--- config.mk ---
export PLATFORM = sky130hd
export DESIGN_NAME = sbc_mode_supervisor
export DESIGN_NICKNAME = d
export VERILOG_FILES = /design/src/rtl/sbcsup_pkg.sv /design/src/rtl/sbcsup_tick_gen.sv /design/src/rtl/sbcsup_wdog.sv /design/src/rtl/sbcsup_mode_fsm.sv /design/src/rtl/sbc_mode_supervisor.sv
export SDC_FILE = /design/constraint.sdc
export NUM_CORES = 1
export LEC_CHECK = 0
export ABC_CLOCK_PERIOD_IN_PS = 3300
export CORE_AREA = 4 4 76 78
export CTS_CLUSTER_SIZE = 20
export DETAILED_ROUTE_END_ITERATION = 7
export DIE_AREA = 0 0 80 82
export GPL_ROUTABILITY_DRIVEN = 0
export GPL_TIMING_DRIVEN = 1
export PLACE_DENSITY = 0.72
export SLEW_MARGIN = 20
export SYNTH_ARGS = -nofsm -noshare
export SYNTH_HDL_FRONTEND = slang
export SYNTH_HIERARCHICAL = 1
export SYNTH_SLANG_ARGS = --single-unit
--- constraint.sdc ---
create_clock -name clk -period 3.3 [get_ports clk]
set_input_delay 0.66 -clock clk [delete_from_list [all_inputs] [get_ports clk]]
set_output_delay 0.66 -clock clk [all_outputs]
set_load 0.01 [all_outputs]
--- src/rtl/sbcsup_pkg.sv ---
package sbcsup_pkg;

    typedef enum logic [2:0] {
        ST_STARTUP  = 3'd0,
        ST_NORMAL   = 3'd1,
        ST_STANDBY  = 3'd2,
        ST_SLEEP    = 3'd3,
        ST_FLASH    = 3'd4,
        ST_FAILSAFE = 3'd5
    } sbc_mode_e;

    // requested-mode codes carried by a service write
    localparam logic [2:0] CMD_NORMAL    = 3'b101;
    localparam logic [2:0] CMD_STANDBY   = 3'b110;
    localparam logic [2:0] CMD_SLEEP     = 3'b010;
    localparam logic [2:0] CMD_FLASH_SEQ = 3'b001;
    localparam logic [2:0] CMD_FLASH_ACK = 3'b011;

    // reset cause codes
    localparam logic [3:0] RSRC_POWERON      = 4'h1;
    localparam logic [3:0] RSRC_STARTUP_MISS = 4'h2;
    localparam logic [3:0] RSRC_WIN_EARLY    = 4'h3;
    localparam logic [3:0] RSRC_WIN_LATE     = 4'h4;
    localparam logic [3:0] RSRC_TIMEOUT      = 4'h5;
    localparam logic [3:0] RSRC_FLASH_ENTRY  = 4'h6;

endpackage

--- src/rtl/sbcsup_tick_gen.sv ---
module sbcsup_tick_gen #(
    parameter int BASE_DIV = 4,
    localparam int DIV_MAX = BASE_DIV * 64,
    localparam int DW      = $clog2(DIV_MAX) + 1
) (
    input  logic       clk,
    input  logic       rst_n,
    input  logic       clr_i,
    input  logic [1:0] pre_i,
    output logic       tick_o
);

    logic [DW-1:0] div_cnt;
    logic [DW-1:0] div_last;

    // divide factor grows by four per prescale step
    always_comb begin
        case (pre_i)
            2'd0:    div_last = DW'(BASE_DIV - 1);
            2'd1:    div_last = DW'(BASE_DIV * 4 - 1);
            2'd2:    div_last = DW'(BASE_DIV * 16 - 1);
            default: div_last = DW'(BASE_DIV * 64 - 1);
        endcase
    end

    assign tick_o = (div_cnt >= div_last);

    always_ff @(posedge clk or negedge rst_n) begin
        if (!rst_n) begin
            div_cnt <= '0;
        end else if (clr_i || tick_o) begin
            div_cnt <= '0;
        end else begin
            div_cnt <= div_cnt + DW'(1);
        end
    end

    // the divider never runs past the largest divide factor
    a_r5_div_in_range: assert property (@(posedge clk) disable iff (!rst_n)
        div_cnt <= DW'(DIV_MAX - 1));

endmodule

--- src/rtl/sbcsup_wdog.sv ---
module sbcsup_wdog #(
    parameter int CW = 7
) (
    input  logic          clk,
    input  logic          rst_n,
    input  logic          clr_i,
    input  logic          tick_i,
    input  logic [CW-1:0] limit_i,
    output logic          expire_o,
    output logic          early_o
);

    logic [CW-1:0] cnt;

    assign expire_o = tick_i && (cnt == limit_i - CW'(1));
    assign early_o  = (cnt < (limit_i >> 1));

    always_ff @(posedge clk or negedge rst_n) begin
        if (!rst_n) begin
            cnt <= '0;
        end else if (clr_i) begin
            cnt <= '0;
        end else if (tick_i) begin
            cnt <= cnt + CW'(1);
        end
    end

    // every expiry is answered by a restart, so the count stays under the limit
    a_r4_cnt_below_limit: assert property (@(posedge clk) disable iff (!rst_n)
        cnt < limit_i);

endmodule

--- src/rtl/sbcsup_mode_fsm.sv ---
module sbcsup_mode_fsm
    import sbcsup_pkg::*;
(
    input  logic       clk,
    input  logic       rst_n,
    input  logic       cmd_wr_i,
    input  logic [2:0] cmd_mode_i,
    input  logic       dev_i,
    input  logic       wd_expire_i,
    input  logic       wd_early_i,
    output sbc_mode_e  mode_o,
    output logic       rst_req_o,
    output logic [3:0] rst_src_o,
    output logic       wd_clr_o
);

    sbc_mode_e  st, nxt_st;
    logic       retry, nxt_retry;
    logic [1:0] step, nxt_step;
    logic       armed, nxt_armed;
    logic [3:0] nxt_src;
    logic       nxt_req;
    logic       fail;
    logic [3:0] fail_src;
    logic [2:0] seq_want;

    assign seq_want = step[0] ? CMD_FLASH_SEQ : CMD_NORMAL;

    always_comb begin
        nxt_st    = st;
        nxt_retry = retry;
        nxt_step  = step;
        nxt_armed = armed;
        nxt_src   = rst_src_o;
        nxt_req   = 1'b0;
        wd_clr_o  = 1'b0;
        fail      = 1'b0;
        fail_src  = rst_src_o;
        unique case (st)
            ST_STARTUP: begin
                if (cmd_wr_i) begin
                    wd_clr_o = 1'b1;
                    if (cmd_mode_i == CMD_NORMAL) begin
                        nxt_st    = ST_NORMAL;
                        nxt_retry = 1'b0;
                        nxt_armed = 1'b0;
                    end else if (cmd_mode_i == CMD_FLASH_ACK && armed) begin
                        nxt_st    = ST_FLASH;
                        nxt_retry = 1'b0;
                        nxt_armed = 1'b0;
                    end
                end else if (wd_expire_i) begin
                    wd_clr_o = 1'b1;
                    if (!dev_i) begin
                        if (retry) begin
                            nxt_st = ST_FAILSAFE;
                        end else begin
                            nxt_retry = 1'b1;
                            nxt_req   = 1'b1;
                            nxt_src   = RSRC_STARTUP_MISS;
                            nxt_armed = 1'b0;
                        end
                    end
                end
            end
            ST_NORMAL: begin
                if (cmd_wr_i) begin
                    wd_clr_o = 1'b1;
                    if (wd_early_i) begin
                        fail     = 1'b1;
                        fail_src = RSRC_WIN_EARLY;
                    end else if (cmd_mode_i == CMD_STANDBY) begin
                        nxt_st   = ST_STANDBY;
                        nxt_step = 2'd0;
                    end else if (cmd_mode_i == CMD_SLEEP) begin
                        nxt_st   = ST_SLEEP;
                        nxt_step = 2'd0;
                    end else if (cmd_mode_i == seq_want) begin
                        if (step == 2'd3) begin
                            nxt_st    = ST_STARTUP;
                            nxt_req   = 1'b1;
                            nxt_src   = RSRC_FLASH_ENTRY;
                            nxt_armed = 1'b1;
                            nxt_retry = 1'b0;
                            nxt_step  = 2'd0;
                        end else begin
                            nxt_step = step + 2'd1;
                        end
                    end else begin
                        nxt_step = (cmd_mode_i == CMD_NORMAL) ? 2'd1 : 2'd0;
                    end
                end else if (wd_expire_i) begin
                    wd_clr_o = 1'b1;
                    fail     = 1'b1;
                    fail_src = RSRC_WIN_LATE;
                end
            end
            ST_STANDBY, ST_SLEEP: begin
                if (cmd_wr_i) begin
                    wd_clr_o = 1'b1;
                    if (cmd_mode_i == CMD_NORMAL)       nxt_st = ST_NORMAL;
                    else if (cmd_mode_i == CMD_STANDBY) nxt_st = ST_STANDBY;
                    else if (cmd_mode_i == CMD_SLEEP)   nxt_st = ST_SLEEP;
                end else if (wd_expire_i) begin
                    wd_clr_o = 1'b1;
                    fail     = 1'b1;
                    fail_src = RSRC_TIMEOUT;
                end
            end
            ST_FLASH: begin
                if (cmd_wr_i) begin
                    wd_clr_o = 1'b1;
                    if (cmd_mode_i == CMD_NORMAL) nxt_st = ST_NORMAL;
                end else if (wd_expire_i) begin
                    wd_clr_o = 1'b1;
                    fail     = 1'b1;
                    fail_src = RSRC_TIMEOUT;
                end
            end
            ST_FAILSAFE: begin
                wd_clr_o = 1'b1;
            end
            default: begin
                nxt_st   = ST_FAILSAFE;
                wd_clr_o = 1'b1;
            end
        endcase
        if (fail && !dev_i) begin
            nxt_st    = ST_STARTUP;
            nxt_req   = 1'b1;
            nxt_src   = fail_src;
            nxt_step  = 2'd0;
            nxt_armed = 1'b0;
            nxt_retry = 1'b0;
        end
    end

    // state register
    always_ff @(posedge clk or negedge rst_n) begin
        if (!rst_n) begin
            st    <= ST_STARTUP;
            retry <= 1'b0;
            step  <= 2'd0;
            armed <= 1'b0;
        end else begin
            st    <= nxt_st;
            retry <= nxt_retry;
            step  <= nxt_step;
            armed <= nxt_armed;
        end
    end

    // output register
    always_ff @(posedge clk or negedge rst_n) begin
        if (!rst_n) begin
            rst_req_o <= 1'b0;
            rst_src_o <= RSRC_POWERON;
        end else begin
            rst_req_o <= nxt_req;
            rst_src_o <= nxt_src;
        end
    end

    assign mode_o = st;

    // reset request is a single-cycle pulse
    a_r11_req_single: assert property (@(posedge clk) disable iff (!rst_n)
        rst_req_o |=> !rst_req_o);

    // a reset request coincides with the Start-up mode
    a_r11_req_in_startup: assert property (@(posedge clk) disable iff (!rst_n)
        rst_req_o |-> st == ST_STARTUP);

    // Fail-safe holds and never requests a reset
    a_r7_failsafe_sticky: assert property (@(posedge clk) disable iff (!rst_n)
        st == ST_FAILSAFE |=> st == ST_FAILSAFE && !rst_req_o);

    // Fail-safe is reached only from Start-up after a retry
    a_r6_failsafe_entry: assert property (@(posedge clk) disable iff (!rst_n)
        (st == ST_FAILSAFE && $past(st) != ST_FAILSAFE) |-> ($past(st) == ST_STARTUP && $past(retry)));

    // Flash is entered only from Start-up
    a_r9_flash_from_startup: assert property (@(posedge clk) disable iff (!rst_n)
        (st == ST_FLASH && $past(st) != ST_FLASH) |-> $past(st) == ST_STARTUP);

    // with the bypass set a watchdog expiry requests no reset
    a_r10_dev_no_reset: assert property (@(posedge clk) disable iff (!rst_n)
        ($past(dev_i) && $past(wd_expire_i) && !$past(cmd_wr_i)) |-> !rst_req_o);

    // an early write in Normal never reaches a low-power mode
    a_r2_early_no_mode: assert property (@(posedge clk) disable iff (!rst_n)
        ($past(st) == ST_NORMAL && $past(cmd_wr_i) && $past(wd_early_i))
            |-> (st != ST_STANDBY && st != ST_SLEEP));

endmodule

--- src/rtl/sbc_mode_supervisor.sv ---
module sbc_mode_supervisor
    import sbcsup_pkg::*;
#(
    parameter int BASE_DIV      = 4,
    parameter int STARTUP_TICKS = 32,
    parameter int PERIOD_W      = 6,
    localparam int LIM_MAX      = (STARTUP_TICKS > (1 << PERIOD_W)) ? STARTUP_TICKS : (1 << PERIOD_W),
    localparam int CW           = $clog2(LIM_MAX + 1)
) (
    input  logic                clk,
    input  logic                rst_n,
    input  logic                cmd_wr,
    input  logic [2:0]          cmd_mode,
    input  logic [PERIOD_W-1:0] cmd_period,
    input  logic                cfg_wr,
    input  logic [1:0]          cfg_prescale,
    input  logic                cfg_devmode,
    output logic [2:0]          mode,
    output logic                reset_req,
    output logic [3:0]          reset_src
);

    logic [PERIOD_W-1:0] period_q;
    logic [1:0]          pre_q;
    logic                dev_q;
    sbc_mode_e           cur_mode;
    logic                wd_clr, tick, wd_expire, wd_early;
    logic [CW-1:0]       limit;

    always_ff @(posedge clk or negedge rst_n) begin
        if (!rst_n) begin
            period_q <= '0;
            pre_q    <= 2'd0;
            dev_q    <= 1'b0;
        end else begin
            if (cmd_wr && cur_mode != ST_FAILSAFE) period_q <= cmd_period;
            if (cfg_wr) begin
                pre_q <= cfg_prescale;
                dev_q <= cfg_devmode;
            end
        end
    end

    assign limit = (cur_mode == ST_STARTUP) ? CW'(STARTUP_TICKS)
                                            : CW'(period_q) + CW'(1);

    sbcsup_tick_gen #(.BASE_DIV(BASE_DIV)) i_tick (
        .clk    (clk),
        .rst_n  (rst_n),
        .clr_i  (wd_clr),
        .pre_i  (pre_q),
        .tick_o (tick)
    );

    sbcsup_wdog #(.CW(CW)) i_wdog (
        .clk      (clk),
        .rst_n    (rst_n),
        .clr_i    (wd_clr),
        .tick_i   (tick),
        .limit_i  (limit),
        .expire_o (wd_expire),
        .early_o  (wd_early)
    );

    sbcsup_mode_fsm i_fsm (
        .clk         (clk),
        .rst_n       (rst_n),
        .cmd_wr_i    (cmd_wr),
        .cmd_mode_i  (cmd_mode),
        .dev_i       (dev_q),
        .wd_expire_i (wd_expire),
        .wd_early_i  (wd_early),
        .mode_o      (cur_mode),
        .rst_req_o   (reset_req),
        .rst_src_o   (reset_src),
        .wd_clr_o    (wd_clr)
    );

    assign mode = cur_mode;

endmodule

==> run summary, run 1 <==
Yosys reg bits = 36
CP max stage cell = or4_1
DR WL/cell = 14.2 um
Worst-Margin Slew = 0.795 ns
Number of flops mapped to enable cells by yosys = 0
Cell area power density = 599 nW/um^2
Num CTS Buffers = 5
FP Rows = 26
Root Driver = clkbuf_8
I/O pin total = 24
Cells after Synth = 280
Number of global-route vias before repair = 2078
FMAX = 315 MHz
Yosys top cell area share = 34.2%
Pleak = 1.25 nW
Clock transition at path regs = 0.08 ns
Ys async rst share = 100%
Mux contribution to synthesized area = 4.73%
Synth area leader = dfrtp_1
Met2 WL post-DR = 2.59 mm
HPWL Detailed = 4.01 mm
Crit path launch type = flop
Synth unique cells = 62
Reg-to-reg slack, setup = 0.13 ns
Status = complete, no violations
H-tree depth = 2
Core Area = 5070 sq um
Met1 Wirelength = 2.47 mm
CTS tree = done
Max incr delay on CP = 0.52 ns
Initial Util = 50.5%
Vias per cell = 5.64
Predominant post-synthesis flop cell = dfrtp_1
Clock sinks = 36
Period utilisation layout = 96.2%
Routed vias = 2149
Worst setup path category = flop to flop
Max Root-Sink Buffers = 2
Slew Limit Fails = 0
CP Launch Point = pre_q[1]
Setup TNS = 0 ns
Critical path peak fanout = 7
Yosys warns = 6
Buf+Inv Stages, Crit Path = 2
Die X = 80 um
Cell family with most CP delay = compound AO/OA/AOI/OAI gates
Area contributors post-synth = dfrtp_1, ha_1, xnor2_1
Most frequent cell after synthesis = dfrtp_1
Synth Net Count = 308
Number of antenna violations at the first check in global routing = 0
Synth Area in Adders = 5.86%
Met3 WL = 232 um
Synth Cell Area = 2560 sq um
Net count reported at finish = 338
Data required time at the worst endpoint = 3.51 ns
Top post-synthesis cells by count = dfrtp_1, nor2_1, nand2_1
Die ar. = 6560 sq um
Largest family of logic cells by synthesized area = simple AND/OR/NAND/NOR gates
Cell Chain, Critical Path = or3b_1, a21oi_2, a2bb2oi_2, o211a_1, nand4b_1, o2111ai_2, a2111oi_4, inv_1, o21ai_1, buf_4, o22ai_1, or4_1, o21ai_1
Complex-gate fraction of the synthesized area = 15.5%
Final Setup Violations = 0
Clock latency on the worst-skew pair = 0.29 ns
Clock Skew = 0.0106 ns
Critical path's most frequent cell = o21ai_1
Arr. time, crit path = 3.38 ns
DRC = 0
Post-Route Utilization = 60.1%
Max Cap Viol = 0
Die Y-Extent = 82 um
R2r endpoint = i_fsm/armed
Post-Synth Simple-Gate Area = 25.3%
Final WL = 5.40 mm
1st-pass router iterations = 4
Antenna Nets Post-Route = 0
Setup ws final = 0.127 ns
Period minus WS final = 3.17 ns
Final hold violations = 0
Top Layer Used = met4
Setup slack at placement = -0.0316 ns
Layout cells sized above 1 = 18.6%
N_diodes = 0
Worst VDD drop = 0.473 mV
Largest net degree at the start of global routing = 37
FF-to-FF path depth = 13
PortBufs = 22
RSZ-0062 raised after global routing = yes
XOR/XNOR Fraction of Synth Area = 8.54%
Area growth syn-to-layout = 19.0%
First-pass GRT wire length = 9.45 mm
Reg2Reg Launch Point = pre_q[1]
Worst slew margin = 47.0%
Crit end category = flop
Total track usage = 18.1%
Iter 0 DRT Violations = 45
HP Class = primary input to async pin
Syn_area_per_cell = 9.16 sq um
Post-synthesis sequential area ratio = 35.2%
GRT Residual Overflow = 0
-- state kept, by name (all words and copies together), names as in the netlist, 2 cells and up --
name / count
i_fsm/mode_o: 3
i_fsm/rst_src_o: 3
i_fsm/step: 2
i_tick/div_cnt: 9
i_wdog/cnt: 7
period_q: 6
pre_q: 2
-- what timing repair did --
action | CTS | global route
setup endpoints to repair | 1 | 8
hold buffers | 0 | 0
gates resized for setup | 1 | 11
pin swaps | 0 | 3
buffers inserted | 0 | 1
-- layout by cell type, fill, tap and decap left out, types with 6 or more instances in the layout --
cell             Yosys  layout
a21oi_1             10      10
inv_1               14      14
xnor2_1             13      13
nor2b_1              8       6
nor2_1              22      21
mux2_2               9       9
clkdlybuf4s50_1      0      21
nand2_1             21      21
buf_4                3      13
xor2_1              12      11
nand3_1             12      12
dfrtp_1             35      34
nor3_1              10      10
ha_1                12      12
-- layer usage --
metal,GRT usage [%],vias to the layer above
met5,0,-
met1,22.7,1026
met2,30.7,47
li1,-,1067
met3,3.84,9
met4,6.59,0
-- worst max-delay path by stage --
stage                           end  slack [ns]  cells past startpoint
CTS                 i_fsm/mode_o[2]        0.05                     13
global route            i_fsm/armed       -0.02                     15
global placement    i_fsm/mode_o[2]         0.1                     13
floorplan           i_fsm/mode_o[2]        0.03                     16
finish                  i_fsm/armed        0.13                     13
detailed placement  i_fsm/mode_o[2]       -0.03                     13
-- cell type report --
cell class / instances / area (sq um)
clock buffer: 5 / 68.8
fill: 475 / 2020
tap: 70 / 87.6
multi-input combinational: 218 / 1610
inverter: 14 / 52.6
sequential: 36 / 903
timing repair buffer: 35 / 313
clock inverter: 3 / 18.8
-- where the power goes --
part	switching (W)	internal [W]	total [W]
logic	0.000508	0.000428	0.000937
registers	0.0000635	0.000516	0.000580
clock network	0.000163	0.000147	0.000310
total	0.000734	0.00109	0.00183
-- metrics by stage --
stage                     hold slack (ns)  instance area [sq um]  cells  total power (W)
after floorplan                     0.364                   2590    280          0.00121
after global placement              0.484                   2910    372          0.00146
after detailed placement            0.486                   2910    372          0.00148
after CTS                           0.480                   3000    380          0.00180
after global routing                0.522                   3050    381          0.00198
final                               0.454                   3050    381          0.00183
-- logic make-up (layout without fill, tap and decap cells) --
group	after synthesis	after routing
simple gates	115	115
compound gates	54	54
flops	36	36
buf+inv	26	57
xor+xnor	25	25
fa+ha+maj	12	12
mux	11	11
other cells	1	1
Note: power is estimated with default switching activity, not from simulation.
==> run 2: changes to the inputs <==
--- a/config.mk
+++ b/config.mk
@@ -6,13 +6,14 @@
 export NUM_CORES = 1
 export LEC_CHECK = 0
 export ABC_CLOCK_PERIOD_IN_PS = 3300
-export CORE_AREA = 4 4 76 78
+export CORE_AREA = 4 4 74 76
+export CTS_BUF_LIST = sky130_fd_sc_hd__clkbuf_8
 export CTS_CLUSTER_SIZE = 20
 export DETAILED_ROUTE_END_ITERATION = 7
-export DIE_AREA = 0 0 80 82
+export DIE_AREA = 0 0 78 80
 export GPL_ROUTABILITY_DRIVEN = 0
 export GPL_TIMING_DRIVEN = 1
-export PLACE_DENSITY = 0.72
+export PLACE_DENSITY = 0.76
 export SLEW_MARGIN = 20
 export SYNTH_ARGS = -nofsm -noshare
 export SYNTH_HDL_FRONTEND = slang
==> run 2 against run 1 <==
Compared with the run above:
- largest cell class unchanged
- sequential power grew 0.7%
- highest routed layer unchanged
- clock-buffer cell count stayed put
- sequential share of layout area decreased by 0.58 points
- die area down 4.9%
==> run summary, run 2 (synthesized netlist as in run 1, its figures left out) <==
Most frequent cells in the layout = dfrtp_1, nand2_1, nor2_1, clkdlybuf4s50_1 (was dfrtp_1, nand2_1, nor2_1, clkdlybuf4s50_1, inv_1)
Cell area power density = 601 nW/um^2 (was 599 nW/um^2)
Layout cells sized above 1 = 19.8% (was 18.6%)
# hold bufs at CTS = 0 (unchanged)
Max reg flops = 9 (unchanged)
Data required time at the worst endpoint = 3.53 ns (was 3.51 ns)
Num CTS Buffers = 5 (unchanged)
Number of antenna violations at the first check in global routing = 0 (unchanged)
Area growth syn-to-layout = 21.4% (was 19.0%)
Worst-Margin Slew = 0.800 ns (was 0.795 ns)
Post-Route Utilization = 65.9% (was 60.1%)
Most flops, register = i_tick/div_cnt (unchanged)
Final hold violations = 0 (unchanged)
HPWL Detailed = 3.96 mm (was 4.01 mm)
Root Driver = clkbuf_8 (unchanged)
Net count reported at finish = 340 (was 338)
Final Setup Violations = 0 (unchanged)
Clock latency on the worst-skew pair = 0.29 ns (about the same)
Clock transition at path regs = 0.08 ns (about the same)
Clock sinks = 36 (unchanged)
Core Area = 4720 sq um (was 5070 sq um)
Pleak = 1.27 nW (was 1.25 nW)
Storage cell area = 903 sq um (unchanged)
Slew Limit Fails = 0 (unchanged)
Arr. time, crit path = 3.43 ns (was 3.38 ns)
Largest net degree at the start of global routing = 37 (unchanged)
Number of global-route vias before repair = 2017 (was 2078)
DR WL/cell = 14.3 um (was 14.2 um)
Die ar. = 6240 sq um (was 6560 sq um)
Die Y-Extent = 80 um (was 82 um)
RSZ-0062 raised after global routing = yes (unchanged)
HP Class = primary input to async pin (unchanged)
Die X = 78 um (was 80 um)
CTS tree = done (unchanged)
Fill count = 346 (was 475)
Final WL = 5.42 mm (was 5.40 mm)
Status = complete, no violations (unchanged)
Reg-to-reg slack, setup = 0.09 ns (was 0.13 ns)
Clock Skew = 0.00601 ns (was 0.0106 ns)
Top flop regs = i_tick/div_cnt x9, i_wdog/cnt x7, period_q x6 (unchanged)
N_diodes = 0 (unchanged)
Post-DP Area = 2910 sq um (about the same)
I/O pin total = 24 (unchanged)
FP Rows = 25 (was 26)
Routed vias = 2187 (was 2149)
Fin area = 3110 sq um (was 3050 sq um)
GRT Residual Overflow = 0 (unchanged)
Vias per cell = 5.76 (was 5.64)
1st-pass router iterations = 4 (unchanged)
Crit path launch type = flop (unchanged)
Total track usage = 18.0% (was 18.1%)
Period utilisation layout = 97.2% (was 96.2%)
Initial Util = 54.3% (was 50.5%)
First-pass GRT wire length = 9.09 mm (was 9.45 mm)
Area occupied by multi-input gates = 1650 sq um (was 1610 sq um)
Max Cap Viol = 0 (unchanged)
H-tree depth = 2 (unchanged)
DRC = 0 (unchanged)
Period minus WS final = 3.21 ns (was 3.17 ns)
Antenna Nets Post-Route = 0 (unchanged)
FMAX = 312 MHz (was 315 MHz)
Worst VDD drop = 0.406 mV (was 0.473 mV)
Worst setup path category = flop to flop (unchanged)
Pwr Total = 0.00187 W (was 0.00183 W)
Critical path peak fanout = 6 (was 7)
Max Root-Sink Buffers = 2 (unchanged)
Crit end category = flop (unchanged)
WHS = 0.450 ns (was 0.454 ns)
Worst slew margin = 46.6% (was 47.0%)
Setup TNS = 0 ns (unchanged)
PortBufs = 22 (unchanged)
Commonest non-fill, non-tap cell in the layout = dfrtp_1 (unchanged)
Iter 0 DRT Violations = 95 (was 45)
## run 2: cell type report
cell class,instances,area share [%]
Clock inverter,3,0.764
Inverter,14,1.69
Multi-Input combinational cell,218,52.9
Sequential cell,36,29.0
Clock buffer,5,2.21
Tap cell,67,2.69
Timing Repair Buffer,37,10.7
## run 2: path summary, 6_finish.rpt
kind	from	end	cells after the start
min in group clk	i_tick/div_cnt[0]	i_tick/div_cnt[0]	1
setup reg to reg	pre_q[1]	i_fsm/mode_o[0]	13
max in group asynchronous	rst_n	pre_q[1]	1
setup / recovery	pre_q[1]	i_fsm/mode_o[0]	13
hold reg to reg	i_tick/div_cnt[0]	i_tick/div_cnt[0]	1
hold / removal	rst_n	period_q[2]	1
## run 2: report_power, final
part           switching (W)  total [W]  internal [W]
logic               0.000517   0.000961      0.000444
registers          0.0000683   0.000584      0.000516
clock network       0.000175   0.000325      0.000150
## run 2: what timing repair did
item                                    in CTS  in global routing
resized for setup                            2                 16
setup buffers                                0                  3
endpoints found under the setup margin       3                  7
endpoints found under the hold margin        0                  0
pin swaps                                    0                  5
## run 2: per-stage QoR
step,worst slack (ns),cells
finish,0.0932,380
global route,-0.0515,380
CTS,0.0439,377
detailed placement,-0.0890,369
global placement,0.00746,369
floorplan,0.0279,280
## run 2: critical path, cell delays in order, from the launching register on
cell	delay (ns)
dfrtp_2	0.44
or3b_1	0.40
a21oi_2	0.19
a2bb2oi_2	0.15
o211a_1	0.16
nand4b_1	0.16
o2111ai_2	0.17
a2111oi_4	0.40
inv_1	0.10
o21ai_1	0.13
buf_4	0.14
a31oi_2	0.12
or4_1	0.52
nand2_1	0.08
## run 2: routing by layer
| metal | global-route usage, % | wire length (um) | vias up |
|---|---|---|---|
| met5 | 0 | 0 | - |
| met4 | 5.77 | 83 | 0 |
| met3 | 2.93 | 226 | 9 |
| met2 | 30.8 | 2630 | 52 |
| met1 | 23.2 | 2480 | 1047 |
| li1 | - | - | 1079 |
